==> config.mk <==
export PLATFORM = sky130hd
export DESIGN_NAME = lseq_top
export DESIGN_NICKNAME = d
export VERILOG_FILES = /design/src/rtl/lseq_pkg.sv /design/src/rtl/lseq_lifo.sv /design/src/rtl/lseq_next.sv /design/src/rtl/lseq_top.sv
export SDC_FILE = /design/constraint.sdc
export NUM_CORES = 1
export LEC_CHECK = 0
export BUFFER_PORTS_ARGS = -buffer_cell sky130_fd_sc_hd__buf_2
export CAP_MARGIN = 10
export CORE_MARGIN = 3
export CORE_UTILIZATION = 51
export CTS_CLUSTER_DIAMETER = 30
export CTS_CLUSTER_SIZE = 24
export DETAILED_ROUTE_END_ITERATION = 10
export HOLD_SLACK_MARGIN = 0.1
export PLACE_DENSITY = 0.68
export SYNTH_ARGS = -nofsm -noshare
export SYNTH_HDL_FRONTEND = slang
export SYNTH_SLANG_ARGS = --single-unit
==> constraint.sdc <==
create_clock -name clk -period 7.7 [get_ports clk]
set_input_delay 0.385 -clock clk [delete_from_list [all_inputs] [get_ports clk]]
set_output_delay 0.385 -clock clk [all_outputs]
set_load 0.01 [all_outputs]
==> src/rtl/lseq_pkg.sv <==
package lseq_pkg;

    parameter int unsigned PA_W  = 14;
    parameter int unsigned CNT_W = 14;

    typedef enum logic [2:0] {
        OP_STEP = 3'd0,
        OP_JUMP = 3'd1,
        OP_CALL = 3'd2,
        OP_RET  = 3'd3,
        OP_LOOP = 3'd4
    } op_e;

    typedef enum logic [2:0] {
        CC_ALWAYS = 3'd0,
        CC_EQ     = 3'd1,
        CC_NE     = 3'd2,
        CC_LT     = 3'd3,
        CC_GT     = 3'd4,
        CC_GE     = 3'd5,
        CC_NEVER  = 3'd6,
        CC_COUNT  = 3'd7
    } cc_e;

    typedef struct packed {
        logic [PA_W-1:0] last;
        logic [2:0]      rule;
    } loop_ent_t;

    function automatic logic cc_test(input logic [2:0] code, input logic z, input logic n);
        logic res;
        case (code)
            3'd0:    res = 1'b1;
            3'd1:    res = z;
            3'd2:    res = !z;
            3'd3:    res = n;
            3'd4:    res = !n && !z;
            3'd5:    res = !n;
            default: res = 1'b0;
        endcase
        return res;
    endfunction

endpackage

==> src/rtl/lseq_lifo.sv <==
module lseq_lifo #(
    parameter int unsigned W     = 14,
    parameter int unsigned DEPTH = 4
) (
    input  logic         clk,
    input  logic         rst,
    input  logic         push_i,
    input  logic         pop_i,
    input  logic         wr_top_i,
    input  logic [W-1:0] din_i,
    output logic [W-1:0] top_o,
    output logic         empty_o,
    output logic         full_o,
    output logic         ovf_o,
    output logic         unf_o
);
    // DEPTH is a power of two, at least 2
    localparam int unsigned IDX_W = $clog2(DEPTH);
    localparam int unsigned SP_W  = $clog2(DEPTH + 1);

    logic [W-1:0]     mem [DEPTH];
    logic [SP_W-1:0]  sp;
    logic [IDX_W-1:0] wr_idx;
    logic [IDX_W-1:0] top_idx;

    assign empty_o = (sp == '0);
    assign full_o  = (sp == SP_W'(DEPTH));
    assign wr_idx  = sp[IDX_W-1:0];
    assign top_idx = sp[IDX_W-1:0] - IDX_W'(1);
    assign top_o   = empty_o ? '0 : mem[top_idx];
    assign ovf_o   = push_i && full_o;
    assign unf_o   = pop_i && empty_o;

    always_ff @(posedge clk) begin
        if (rst) begin
            sp <= '0;
        end else if (push_i && !full_o) begin
            sp <= sp + SP_W'(1);
        end else if (pop_i && !empty_o) begin
            sp <= sp - SP_W'(1);
        end
    end

    always_ff @(posedge clk) begin
        if (push_i && !full_o) begin
            mem[wr_idx] <= din_i;
        end else if (!pop_i && wr_top_i && !empty_o) begin
            mem[top_idx] <= din_i;
        end
    end

    // a push onto a full stack leaves the depth unchanged
    p_full_hold_r12: assert property (@(posedge clk) disable iff (rst)
        (push_i && full_o) |=> full_o);

    // a pop of an empty stack keeps it empty
    p_empty_hold_r5: assert property (@(posedge clk) disable iff (rst)
        (pop_i && !push_i && empty_o) |=> empty_o);

endmodule

==> src/rtl/lseq_next.sv <==
module lseq_next
    import lseq_pkg::*;
(
    input  logic [PA_W-1:0]  pc_i,
    input  logic [2:0]       op_i,
    input  logic [2:0]       cond_i,
    input  logic [PA_W-1:0]  target_i,
    input  logic [CNT_W-1:0] count_i,
    input  logic             z_i,
    input  logic             n_i,
    input  logic [PA_W-1:0]  ret_top_i,
    input  logic             ret_empty_i,
    input  loop_ent_t        loop_top_i,
    input  logic             loop_empty_i,
    input  logic [CNT_W-1:0] cnt_top_i,
    output logic [PA_W-1:0]  next_o,
    output logic             ret_push_o,
    output logic             ret_pop_o,
    output logic [PA_W-1:0]  ret_din_o,
    output logic             loop_push_o,
    output logic             loop_pop_o,
    output loop_ent_t        loop_din_o,
    output logic             cnt_push_o,
    output logic             cnt_pop_o,
    output logic             cnt_dec_o,
    output logic [CNT_W-1:0] cnt_din_o
);
    logic [PA_W-1:0] seq;
    logic            taken;
    logic            redirected;
    logic            at_last;
    logic            counted;
    logic            done;

    assign seq     = pc_i + PA_W'(1);
    assign taken   = cc_test(cond_i, z_i, n_i);
    assign at_last = !loop_empty_i && (pc_i == loop_top_i.last);
    assign counted = (loop_top_i.rule == 3'(CC_COUNT));
    assign done    = counted ? (cnt_top_i == CNT_W'(1))
                             : cc_test(loop_top_i.rule, z_i, n_i);

    always_comb begin
        next_o      = seq;
        ret_push_o  = 1'b0;
        ret_pop_o   = 1'b0;
        ret_din_o   = seq;
        loop_push_o = 1'b0;
        loop_pop_o  = 1'b0;
        loop_din_o  = '{last: target_i, rule: cond_i};
        cnt_push_o  = 1'b0;
        cnt_pop_o   = 1'b0;
        cnt_dec_o   = 1'b0;
        cnt_din_o   = count_i;
        redirected  = 1'b0;

        case (op_i)
            3'(OP_JUMP): begin
                if (taken) begin
                    next_o     = target_i;
                    redirected = 1'b1;
                end
            end
            3'(OP_CALL): begin
                if (taken) begin
                    ret_push_o = 1'b1;
                    next_o     = target_i;
                    redirected = 1'b1;
                end
            end
            3'(OP_RET): begin
                if (taken) begin
                    ret_pop_o  = 1'b1;
                    next_o     = ret_empty_i ? seq : ret_top_i;
                    redirected = 1'b1;
                end
            end
            3'(OP_LOOP): begin
                ret_push_o  = 1'b1;
                loop_push_o = 1'b1;
                cnt_push_o  = (cond_i == 3'(CC_COUNT));
                redirected  = 1'b1;
            end
            default: ;
        endcase

        if (!redirected && at_last) begin
            if (done) begin
                ret_pop_o  = 1'b1;
                loop_pop_o = 1'b1;
                cnt_pop_o  = counted;
            end else begin
                next_o    = ret_top_i;
                cnt_dec_o = counted;
                cnt_din_o = cnt_top_i - CNT_W'(1);
            end
        end
    end

endmodule

==> src/rtl/lseq_top.sv <==
module lseq_top
    import lseq_pkg::*;
#(
    parameter int unsigned RET_DEPTH  = 16,
    parameter int unsigned LOOP_DEPTH = 4,
    parameter int unsigned CNT_DEPTH  = 4
) (
    input  logic             clk,
    input  logic             rst,
    input  logic [2:0]       op_i,
    input  logic [2:0]       cond_i,
    input  logic [PA_W-1:0]  target_i,
    input  logic [CNT_W-1:0] count_i,
    input  logic             flag_zero_i,
    input  logic             flag_neg_i,
    output logic [PA_W-1:0]  fetch_addr_o,
    output logic             stk_ovf_o,
    output logic             stk_unf_o
);
    localparam int unsigned LE_W = $bits(loop_ent_t);

    logic [PA_W-1:0]  pc_q;
    logic [PA_W-1:0]  next_pc;
    logic             ovf_q, unf_q;

    logic [PA_W-1:0]  ret_top, ret_din;
    logic             ret_empty, ret_full, ret_push, ret_pop, ret_ovf, ret_unf;
    logic [LE_W-1:0]  loop_top_raw;
    loop_ent_t        loop_top, loop_din;
    logic             loop_empty, loop_full, loop_push, loop_pop, loop_ovf, loop_unf;
    logic [CNT_W-1:0] cnt_top, cnt_din;
    logic             cnt_empty, cnt_full, cnt_push, cnt_pop, cnt_dec, cnt_ovf, cnt_unf;

    assign loop_top = loop_ent_t'(loop_top_raw);

    lseq_next u_next (
        .pc_i        (pc_q),
        .op_i        (op_i),
        .cond_i      (cond_i),
        .target_i    (target_i),
        .count_i     (count_i),
        .z_i         (flag_zero_i),
        .n_i         (flag_neg_i),
        .ret_top_i   (ret_top),
        .ret_empty_i (ret_empty),
        .loop_top_i  (loop_top),
        .loop_empty_i(loop_empty),
        .cnt_top_i   (cnt_top),
        .next_o      (next_pc),
        .ret_push_o  (ret_push),
        .ret_pop_o   (ret_pop),
        .ret_din_o   (ret_din),
        .loop_push_o (loop_push),
        .loop_pop_o  (loop_pop),
        .loop_din_o  (loop_din),
        .cnt_push_o  (cnt_push),
        .cnt_pop_o   (cnt_pop),
        .cnt_dec_o   (cnt_dec),
        .cnt_din_o   (cnt_din)
    );

    lseq_lifo #(.W(PA_W), .DEPTH(RET_DEPTH)) u_ret (
        .clk(clk), .rst(rst), .push_i(ret_push), .pop_i(ret_pop), .wr_top_i(1'b0),
        .din_i(ret_din), .top_o(ret_top), .empty_o(ret_empty), .full_o(ret_full),
        .ovf_o(ret_ovf), .unf_o(ret_unf)
    );

    lseq_lifo #(.W(LE_W), .DEPTH(LOOP_DEPTH)) u_loop (
        .clk(clk), .rst(rst), .push_i(loop_push), .pop_i(loop_pop), .wr_top_i(1'b0),
        .din_i(LE_W'(loop_din)), .top_o(loop_top_raw), .empty_o(loop_empty),
        .full_o(loop_full), .ovf_o(loop_ovf), .unf_o(loop_unf)
    );

    lseq_lifo #(.W(CNT_W), .DEPTH(CNT_DEPTH)) u_cnt (
        .clk(clk), .rst(rst), .push_i(cnt_push), .pop_i(cnt_pop), .wr_top_i(cnt_dec),
        .din_i(cnt_din), .top_o(cnt_top), .empty_o(cnt_empty), .full_o(cnt_full),
        .ovf_o(cnt_ovf), .unf_o(cnt_unf)
    );

    always_ff @(posedge clk) begin
        if (rst) begin
            pc_q  <= '0;
            ovf_q <= 1'b0;
            unf_q <= 1'b0;
        end else begin
            pc_q  <= next_pc;
            ovf_q <= ovf_q | ret_ovf | loop_ovf | cnt_ovf;
            unf_q <= unf_q | ret_unf | loop_unf | cnt_unf;
        end
    end

    assign fetch_addr_o = pc_q;
    assign stk_ovf_o    = ovf_q;
    assign stk_unf_o    = unf_q;

    // plain step outside any loop advances by one
    p_seq_step_r2: assert property (@(posedge clk) disable iff (rst)
        (op_i == 3'(OP_STEP) && loop_empty) |=> fetch_addr_o == $past(pc_q) + PA_W'(1));

    // an unconditional jump lands on its target
    p_jump_r3: assert property (@(posedge clk) disable iff (rst)
        (op_i == 3'(OP_JUMP) && cond_i == 3'(CC_ALWAYS)) |=> fetch_addr_o == $past(target_i));

    // a taken call leaves the return address on the stack top
    p_call_push_r4: assert property (@(posedge clk) disable iff (rst)
        (op_i == 3'(OP_CALL) && cond_i == 3'(CC_ALWAYS) && !ret_full)
        |=> ret_top == $past(pc_q) + PA_W'(1));

    // a never-exiting loop at its last address returns to its start
    p_loop_back_r7: assert property (@(posedge clk) disable iff (rst)
        (op_i == 3'(OP_STEP) && !loop_empty && pc_q == loop_top.last
         && loop_top.rule == 3'(CC_NEVER)) |=> fetch_addr_o == $past(ret_top));

    // overflow flag stays set until reset
    p_ovf_sticky_r12: assert property (@(posedge clk) disable iff (rst)
        stk_ovf_o |=> stk_ovf_o);

    // underflow flag stays set until reset
    p_unf_sticky_r5: assert property (@(posedge clk) disable iff (rst)
        stk_unf_o |=> stk_unf_o);

endmodule

* Word level (Yosys, flattened, before mapping)
Memories as Yosys holds them, arrays and structs flattened.
Cells that the tools add are included.
** Cells by class
- Bitwise gates (word level) :: 6
- Reductions and logical operators :: 38
- $add $sub $neg :: 11
- Multiplexer cells :: 46
- Equal/unequal tests :: 21
** Operator list (count)
- 14-bit two-way mux :: 10
- 14-bit one-hot mux with 2 select lines :: 1
- 3-bit equality test (second input constant) :: 9
- 1-bit two-way mux :: 23
- 3-bit by 2-bit equality test with 1-bit output (second input constant) :: 6
- 1-bit logical AND :: 17
- 17-bit two-way mux :: 1
- 14-bit by 1-bit adder with 14-bit output (second input constant) :: 1
- 14-bit by 1-bit equality test with 1-bit output (second input constant) :: 1
- 14-bit equality test :: 1
- 14-bit OR reduction :: 1
- 14-bit by 1-bit subtractor with 14-bit output (second input constant) :: 1
- 3-bit logical NOT :: 4
- 3-bit two-way mux :: 4
- 1-bit one-hot mux with 6 select lines :: 2
- 1-bit logical NOT :: 10
- 5-bit two-way mux :: 2
- 3-bit by 1-bit equality test with 1-bit output (second input constant) :: 3
- 3-bit by 1-bit adder with 3-bit output (second input constant) :: 2
- 1-bit bitwise OR :: 6
- 2-bit nonzero test :: 3
- 3-bit by 1-bit subtractor with 3-bit output (second input constant) :: 2
- 5-bit by 1-bit adder with 5-bit output (second input constant) :: 1
- 5-bit equality test (second input constant) :: 1
- other kinds (8) :: 10
** Word-level totals
- Bits in registers :: 27
- Logic and storage cells :: 131
- Input port bits :: 38
- Memories :: 3
- Output and inout bits :: 16
- Memory bits (writable) :: 348
** Memories
- u_ret.mem :: words 16, width 14, read ports 1, clocked after memory_dff 0, write ports 1, line lseq_lifo.sv:21 : logic [W-1:0] mem [DEPTH];
- u_loop.mem :: words 4, width 17, read ports 1, clocked after memory_dff 0, write ports 1, line lseq_lifo.sv:21
- u_cnt.mem :: words 4, width 14, read ports 1, clocked after memory_dff 0, write ports 1, line lseq_lifo.sv:21

* Depth between registers and ports, before layout
- Depth after elaboration :: 16
- Depth in mapped cells :: 17
- Depth with buffers taken out :: 11

* Hierarchy
From an unflattened synthesis, not the netlist that was laid out.
** Second synthesis, totals
- Cells, all modules :: 966
- Area total of the unflattened synthesis :: 16847.4 um2
** Modules (own cells, without submodules)
- lseq_lifo at u_ret :: times used 1, cells each 435, area each 9162.5 um2, sequential area each 6826.5 um2
- lseq_lifo at u_loop :: times used 1, cells each 157, area each 3079.2 um2, sequential area each 2102.0 um2
- lseq_lifo at u_cnt :: times used 1, cells each 140, area each 2509.9 um2, sequential area each 1741.7 um2
- lseq_next :: times used 1, cells each 198, area each 1627.8 um2, sequential area each 0.0 um2
- lseq_top :: times used 1, cells each 36, area each 467.9 um2, sequential area each 320.3 um2

* Worst setup path before layout
Ideal clock, no wire load.
- Kind :: register -> register
- From :: register u_loop.sp[0]
- To :: memory u_cnt.mem[6][0] (netlist: u_cnt.mem[3][0]), enable pin
- Clock period less this slack :: 4737 ps
- Path buffers :: 5
- Setup slack :: 2963 ps
- Library setup time :: 407 ps
- Required time :: 7293 ps
- Arrival :: 4330 ps
- Stages on the path, launching flop included :: 15
- Path through :: dfxtp_1 > buf_6 > buf_4 > clkinv_1 > ha_1 > buf_4 > buf_4 > mux2i_1 > nor3_1 > a221o_1 > a222oi_1 > and4_1 > buf_2 > nand4_1 > o31ai_1
** On the way
- Longest elaborated chain between the ends :: 16
- Elaborated cells on any way between the ends :: 30
- Those cells by class :: add/sub: 1; eq/ne: 7; mux: 12; reduce/logical: 9; memory: 1
** RTL lines
- start: declaration :: line lseq_lifo.sv:22 : logic [SP_W-1:0] sp;
- start signal: assignment :: line lseq_lifo.sv:38 : sp <= sp + SP_W'(1);
- start signal: assignment :: line lseq_lifo.sv:40 : sp <= sp - SP_W'(1);
- 2-bit by 1-bit subtractor with 2-bit output (*) :: line lseq_lifo.sv:29 : assign top_idx = sp[IDX_W-1:0] - IDX_W'(1);
- named net u_loop.top_idx[0] :: line lseq_lifo.sv:24 : logic [IDX_W-1:0] top_idx;
- memory 4 x 17 bit (*)
- 17-bit two-way mux (*) :: line lseq_lifo.sv:30 : assign top_o = empty_o ? '0 : mem[top_idx];
- 3-bit equality test (tied with other cells) :: line lseq_pkg.sv:32 : case (code)
- 1-bit one-hot mux with 6 select lines :: line lseq_pkg.sv:32
- 1-bit two-way mux :: line lseq_next.sv:39 : assign done = counted ? (cnt_top_i == CNT_W'(1))
- 1-bit two-way mux :: line lseq_next.sv:87 : if (done) begin
- 1-bit two-way mux :: line lseq_next.sv:86 : if (!redirected && at_last) begin
- 1-bit logical NOT :: line lseq_lifo.sv:47 : end else if (!pop_i && wr_top_i && !empty_o) begin
- 1-bit logical AND (*) (2 in a row) :: line lseq_lifo.sv:47
- 1-bit two-way mux (*) :: line lseq_lifo.sv:47
- 1-bit two-way mux (*) :: line lseq_lifo.sv:45 : if (push_i && !full_o) begin
- 1-bit two-way mux (not written as such) (*) :: line lseq_lifo.sv:48 : mem[top_idx] <= din_i;
- 14-bit OR reduction (no source line)
- 2-bit two-way mux (no source line) or 1-bit two-way mux (tied branches)
- end: declaration :: line lseq_lifo.sv:21
The timed path passes the listed nets; every way through them passes the cells marked *.

* Worst setup path in the final report
- From :: register u_loop.sp[0]
- To :: memory u_cnt.mem[4][7] (netlist: u_cnt.mem[2][7]) (data pin)
** On the way
- Longest elaborated chain between the ends :: 9
- Elaborated cells on any way between the ends :: 20
- Those cells by class :: add/sub: 1; eq/ne: 7; mux: 6; reduce/logical: 5; memory: 1
** RTL lines
- 2-bit by 1-bit subtractor with 2-bit output (*) :: line lseq_lifo.sv:29
- named net u_loop.top_idx[0] :: line lseq_lifo.sv:24
- memory 4 x 17 bit (*)
- 17-bit two-way mux (*) :: line lseq_lifo.sv:30
- 3-bit equality test (tied with other cells) :: line lseq_pkg.sv:32
- 1-bit one-hot mux with 6 select lines :: line lseq_pkg.sv:32
- 1-bit two-way mux :: line lseq_next.sv:39
- 14-bit two-way mux :: line lseq_next.sv:87
- 14-bit two-way mux (*) :: line lseq_next.sv:86
- named net cnt_din[7] :: line lseq_top.sv:31 : logic [CNT_W-1:0] cnt_top, cnt_din;
- 14-bit two-way mux (no source line) (*)
Marks and branches as above.

==> impl_results.md <==
* Wire length of the first global-routing pass at 57,300 um
* Placeable core region at 31,100 um^2
* Cell-by-cell trace of the critical path: buf_4, clkinv_1, ha_1, buf_4, mux2i_1, nor3_1, a221o_1, a222oi_1, nand4_2, nor2_2, a41oi_1
* Arr. time, crit path at 5380 ps
* Mean Syn Cell Area at roughly 17 um^2
* Max Buffers Root-to-Sink at 3
* Number of antenna violations at the first check in global routing at 0
* Cell repeated most along the worst path: sky130_fd_sc_hd__buf_4
* Worst rel slew slack at 20.7%
* Primary FF master, synth: sky130_fd_sc_hd__edfxtp_1
* Syn Nets at 1,039
* Capturing element type of the critical path: register
* Number of standard cells after synthesis at approximately 980
* Leakage dissipation at ~6.7 nW
* Area of the mapped netlist at 16,400 um^2
* Average vias per placed instance at 6.13
* Warning count from the yosys run at 0
* Layout filler cell count at ~2,200
* Total congestion overflow after global routing at 0
* Post-detailed-placement half-perimeter wirelength at 22,500 um
* Sum of negative setup slack at 0 ps
* Required time of the worst setup path at 7910 ps
* Count of pins on the block boundary at 54
* TritonCTS Sinks at 375
* Pwr/cell area at slightly above 300 nW/um^2
* Layout cells sized above 1 at between 20% and 30%
* Initial standard-cell utilization of the core at 52.6%
* Global-route usage over all layers at 22.2%
* Final routed wirelength across all metal layers at 37,200 um
* Vias in the first global route at between 9,000 and 10,000
* Distinct cell type count of the synthesized netlist at 74
* Count of antenna-violating nets left after detailed routing at 0
* Pins Over Slew Limit at 0
* Drt drc at 0
* Cts repair resizes at 0
* Worst Setup Start Kind: register
* Total via count in the routed design at 9,560
* Number of levels in the clock H-tree at 3
* Slack of the worst reg-to-reg path at roughly 2500 ps
* Antenna diodes at 0
* Horiz. Die Dim at 185 um
* Signed area change from the synthesized netlist to the final layout at 21.8%
* Count of flip-flops with a built-in enable after synthesis at 348
* Top achievable clock speed at 0.193 GHz
* Gp weighted congestion at roughly 0.87
* Largest net degree at the start of global routing at 40
* Overall power at between 6 and 7 mW
* CTS Buf Count at between 70 and 80
* Per-cell routed wire length at ~24 um
* Final count of hold timing violations at 0
* Gate family responsible for the most delay along the worst path: simple AND/OR/NAND/NOR gates
* Final clock skew at about 29 ps
* Total iterations of the first detailed-routing run at 4
* Highest-delay cell along the critical path: sky130_fd_sc_hd__nor2_2
* Setup repair after global routing missed its margin: false
* Share of the cycle needed by the critical path after routing at 67.1%
* Maximum resistive drop on vdd at 259 uV
* # setup viols final at 0
* Fraction of synthesis flops using an asynchronous set or reset pin at 0%
* Actual slew at the worst max-slew pin at 1190 ps
* Clk_lat worst skew at 570 ps
* Minimum clock period at 5170 ps
* #FFs+latches synth at 375
* Vertical extent of the die at roughly 190 um
* Combined buffer and inverter count along the critical path at 3
* TritonCTS clock tree: built
* Worst hold path class: in -> reg
* Max cap viols at 0
* Result of the run: finished clean
* Delay of the slowest critical-path stage at 1010 ps
* CTS Root Cell: sky130_fd_sc_hd__clkbuf_16
* Type of the setup path with the least slack: reg -> reg
* Area of the die at 34,300 um^2
* Standard-cell rows at 64
* Quantity of I/O buffers inserted on ports at 53
* CP Max Fanout at 28
* Layout net count at 1,164
* Iteration-0 DRC count of the detailed router at around 730
* Fraction of the yosys area taken by sequential cells at 67.2%
* Clock transition at the register clock pins on the worst setup and hold paths after CTS at 50 ps
-- cell type report --
class	count	area, um^2	area share [%]
sequential	375	11000	55.2
multi-input combinational	532	5120	25.7
clock buffer	84	1850	9.27
timing repair buffer	105	696	3.49
clock inverter	46	681	3.42
tap	396	495	2.49
inverter	21	78.8	0.396
-- through the flow --
stage / area [um^2] / hold WS [ps] / setup WS (ps) / util [%] / cells
final: 19900 / 124 / 2530 / 64.1 / 1559
after global routing: 19900 / 119 / 2200 / 64.1 / 1559
after global placement: 17200 / 460 / 2630 / 55.3 / 1412
after detailed placement: 17200 / 463 / 2510 / 55.3 / 1412
after floorplan: 16400 / 484 / 2960 / - / 982
after CTS: 19900 / 106 / 2510 / 64.0 / 1558
-- cells in the final DEF (no fill, tap or decap), drive strengths merged, types with 18 or more instances in the layout --
cell type,instances
mux2i,35
a21oi,39
xnor2,28
clkinv,23
edfxtp,348
nor2,47
nor2b,18
mux4,85
o21ai,20
buf,89
dfxtp,27
inv,27
nand2,52
clkbuf,84
-- Yosys cell counts (4+ instances only) --
library cell	number	area (um^2)
sky130_fd_sc_hd__inv_1	20	75.1
sky130_fd_sc_hd__o21ai_0	18	90.1
sky130_fd_sc_hd__nor3_1	8	40.0
sky130_fd_sc_hd__nand3_1	15	75.1
sky130_fd_sc_hd__nand4_1	10	62.6
sky130_fd_sc_hd__o22ai_1	4	25.0
sky130_fd_sc_hd__a21oi_1	39	195
sky130_fd_sc_hd__a22oi_1	12	90.1
sky130_fd_sc_hd__edfxtp_1	348	10500
sky130_fd_sc_hd__mux2_2	13	146
sky130_fd_sc_hd__clkbuf_1	27	101
sky130_fd_sc_hd__nor4_1	6	37.5
sky130_fd_sc_hd__and3_1	9	56.3
sky130_fd_sc_hd__buf_2	15	75.1
sky130_fd_sc_hd__mux2i_1	35	350
sky130_fd_sc_hd__buf_6	4	45.0
sky130_fd_sc_hd__dfxtp_1	27	541
sky130_fd_sc_hd__mux4_2	85	1910
sky130_fd_sc_hd__buf_4	4	30.0
sky130_fd_sc_hd__xnor2_1	28	245
sky130_fd_sc_hd__o32ai_1	10	87.6
sky130_fd_sc_hd__ha_1	16	200
sky130_fd_sc_hd__xor2_1	6	52.6
sky130_fd_sc_hd__a31oi_1	7	43.8
sky130_fd_sc_hd__o31ai_1	8	60.1
sky130_fd_sc_hd__nand2_1	52	195
sky130_fd_sc_hd__nand2b_1	6	37.5
sky130_fd_sc_hd__nor2b_1	18	113
sky130_fd_sc_hd__a211oi_1	13	97.6
sky130_fd_sc_hd__nor2_1	46	173
-- final timing paths --
check          startpoint          endpoint  depth (start not counted)
max          u_loop.sp[0]   u_cnt.mem[2][7]                         11
min             cond_i[1]  u_loop.mem[3][1]                          1
max reg2reg  u_loop.sp[0]   u_cnt.mem[2][7]                         11
min reg2reg     stk_ovf_o         stk_ovf_o                          2
-- timing repair --
| action | in CTS | in global routing |
|---|---|---|
| setup buffers | 0 | 0 |
| hold buffers | 16 | 0 |
| hold endpoints to repair | 61 | 0 |
-- worst register-to-register path: cells and delay by family, from the launching register on --
family / cells / cell delay [ps]
mux: 1 / 290
compound gates: 3 / 1180
simple gates: 3 / 1460
fa+ha+maj: 1 / 410
flops: 1 / 300
buf+inv: 3 / 1160
-- flip-flops by register name, summed over array words and instances, names as in the netlist --
name	cells
u_ret.mem	224
u_loop.mem	68
u_cnt.mem	56
fetch_addr_o	14
u_ret.sp	5
u_cnt.sp	3
u_loop.sp	3
stk_ovf_o	1
stk_unf_o	1
-- kinds of logic (layout without fill, tap and decap cells) --
group,Yosys count,count (layout),share of synthesized area [%]
AOI/OAI and AO/OA,142,142,5.83
xor gates and xnor gates,34,34,1.82
adders and majority gates,22,22,1.77
buffers and inverters,75,256,2.12
DFF,375,375,67.2
muxes,136,136,14.9
and+or+nand+nor,198,198,6.30
-- report_power, final --
| group | switching (mW) | internal [mW] |
|---|---|---|
| registers | 0.0366 | 2.28 |
| logic | 0.372 | 0.246 |
| clock network | 1.06 | 2.15 |
| total | 1.47 | 4.67 |
-- routing by layer --
metal	global-route usage, %	share of wire [%]	up-vias
met5	0	0	-
met4	7.08	2.4	0
met3	4.38	6.2	83
met2	36.3	49	362
met1	30.5	43	4899
li1	-	-	4216
No activity file was read; power rests on OpenSTA's default activity.
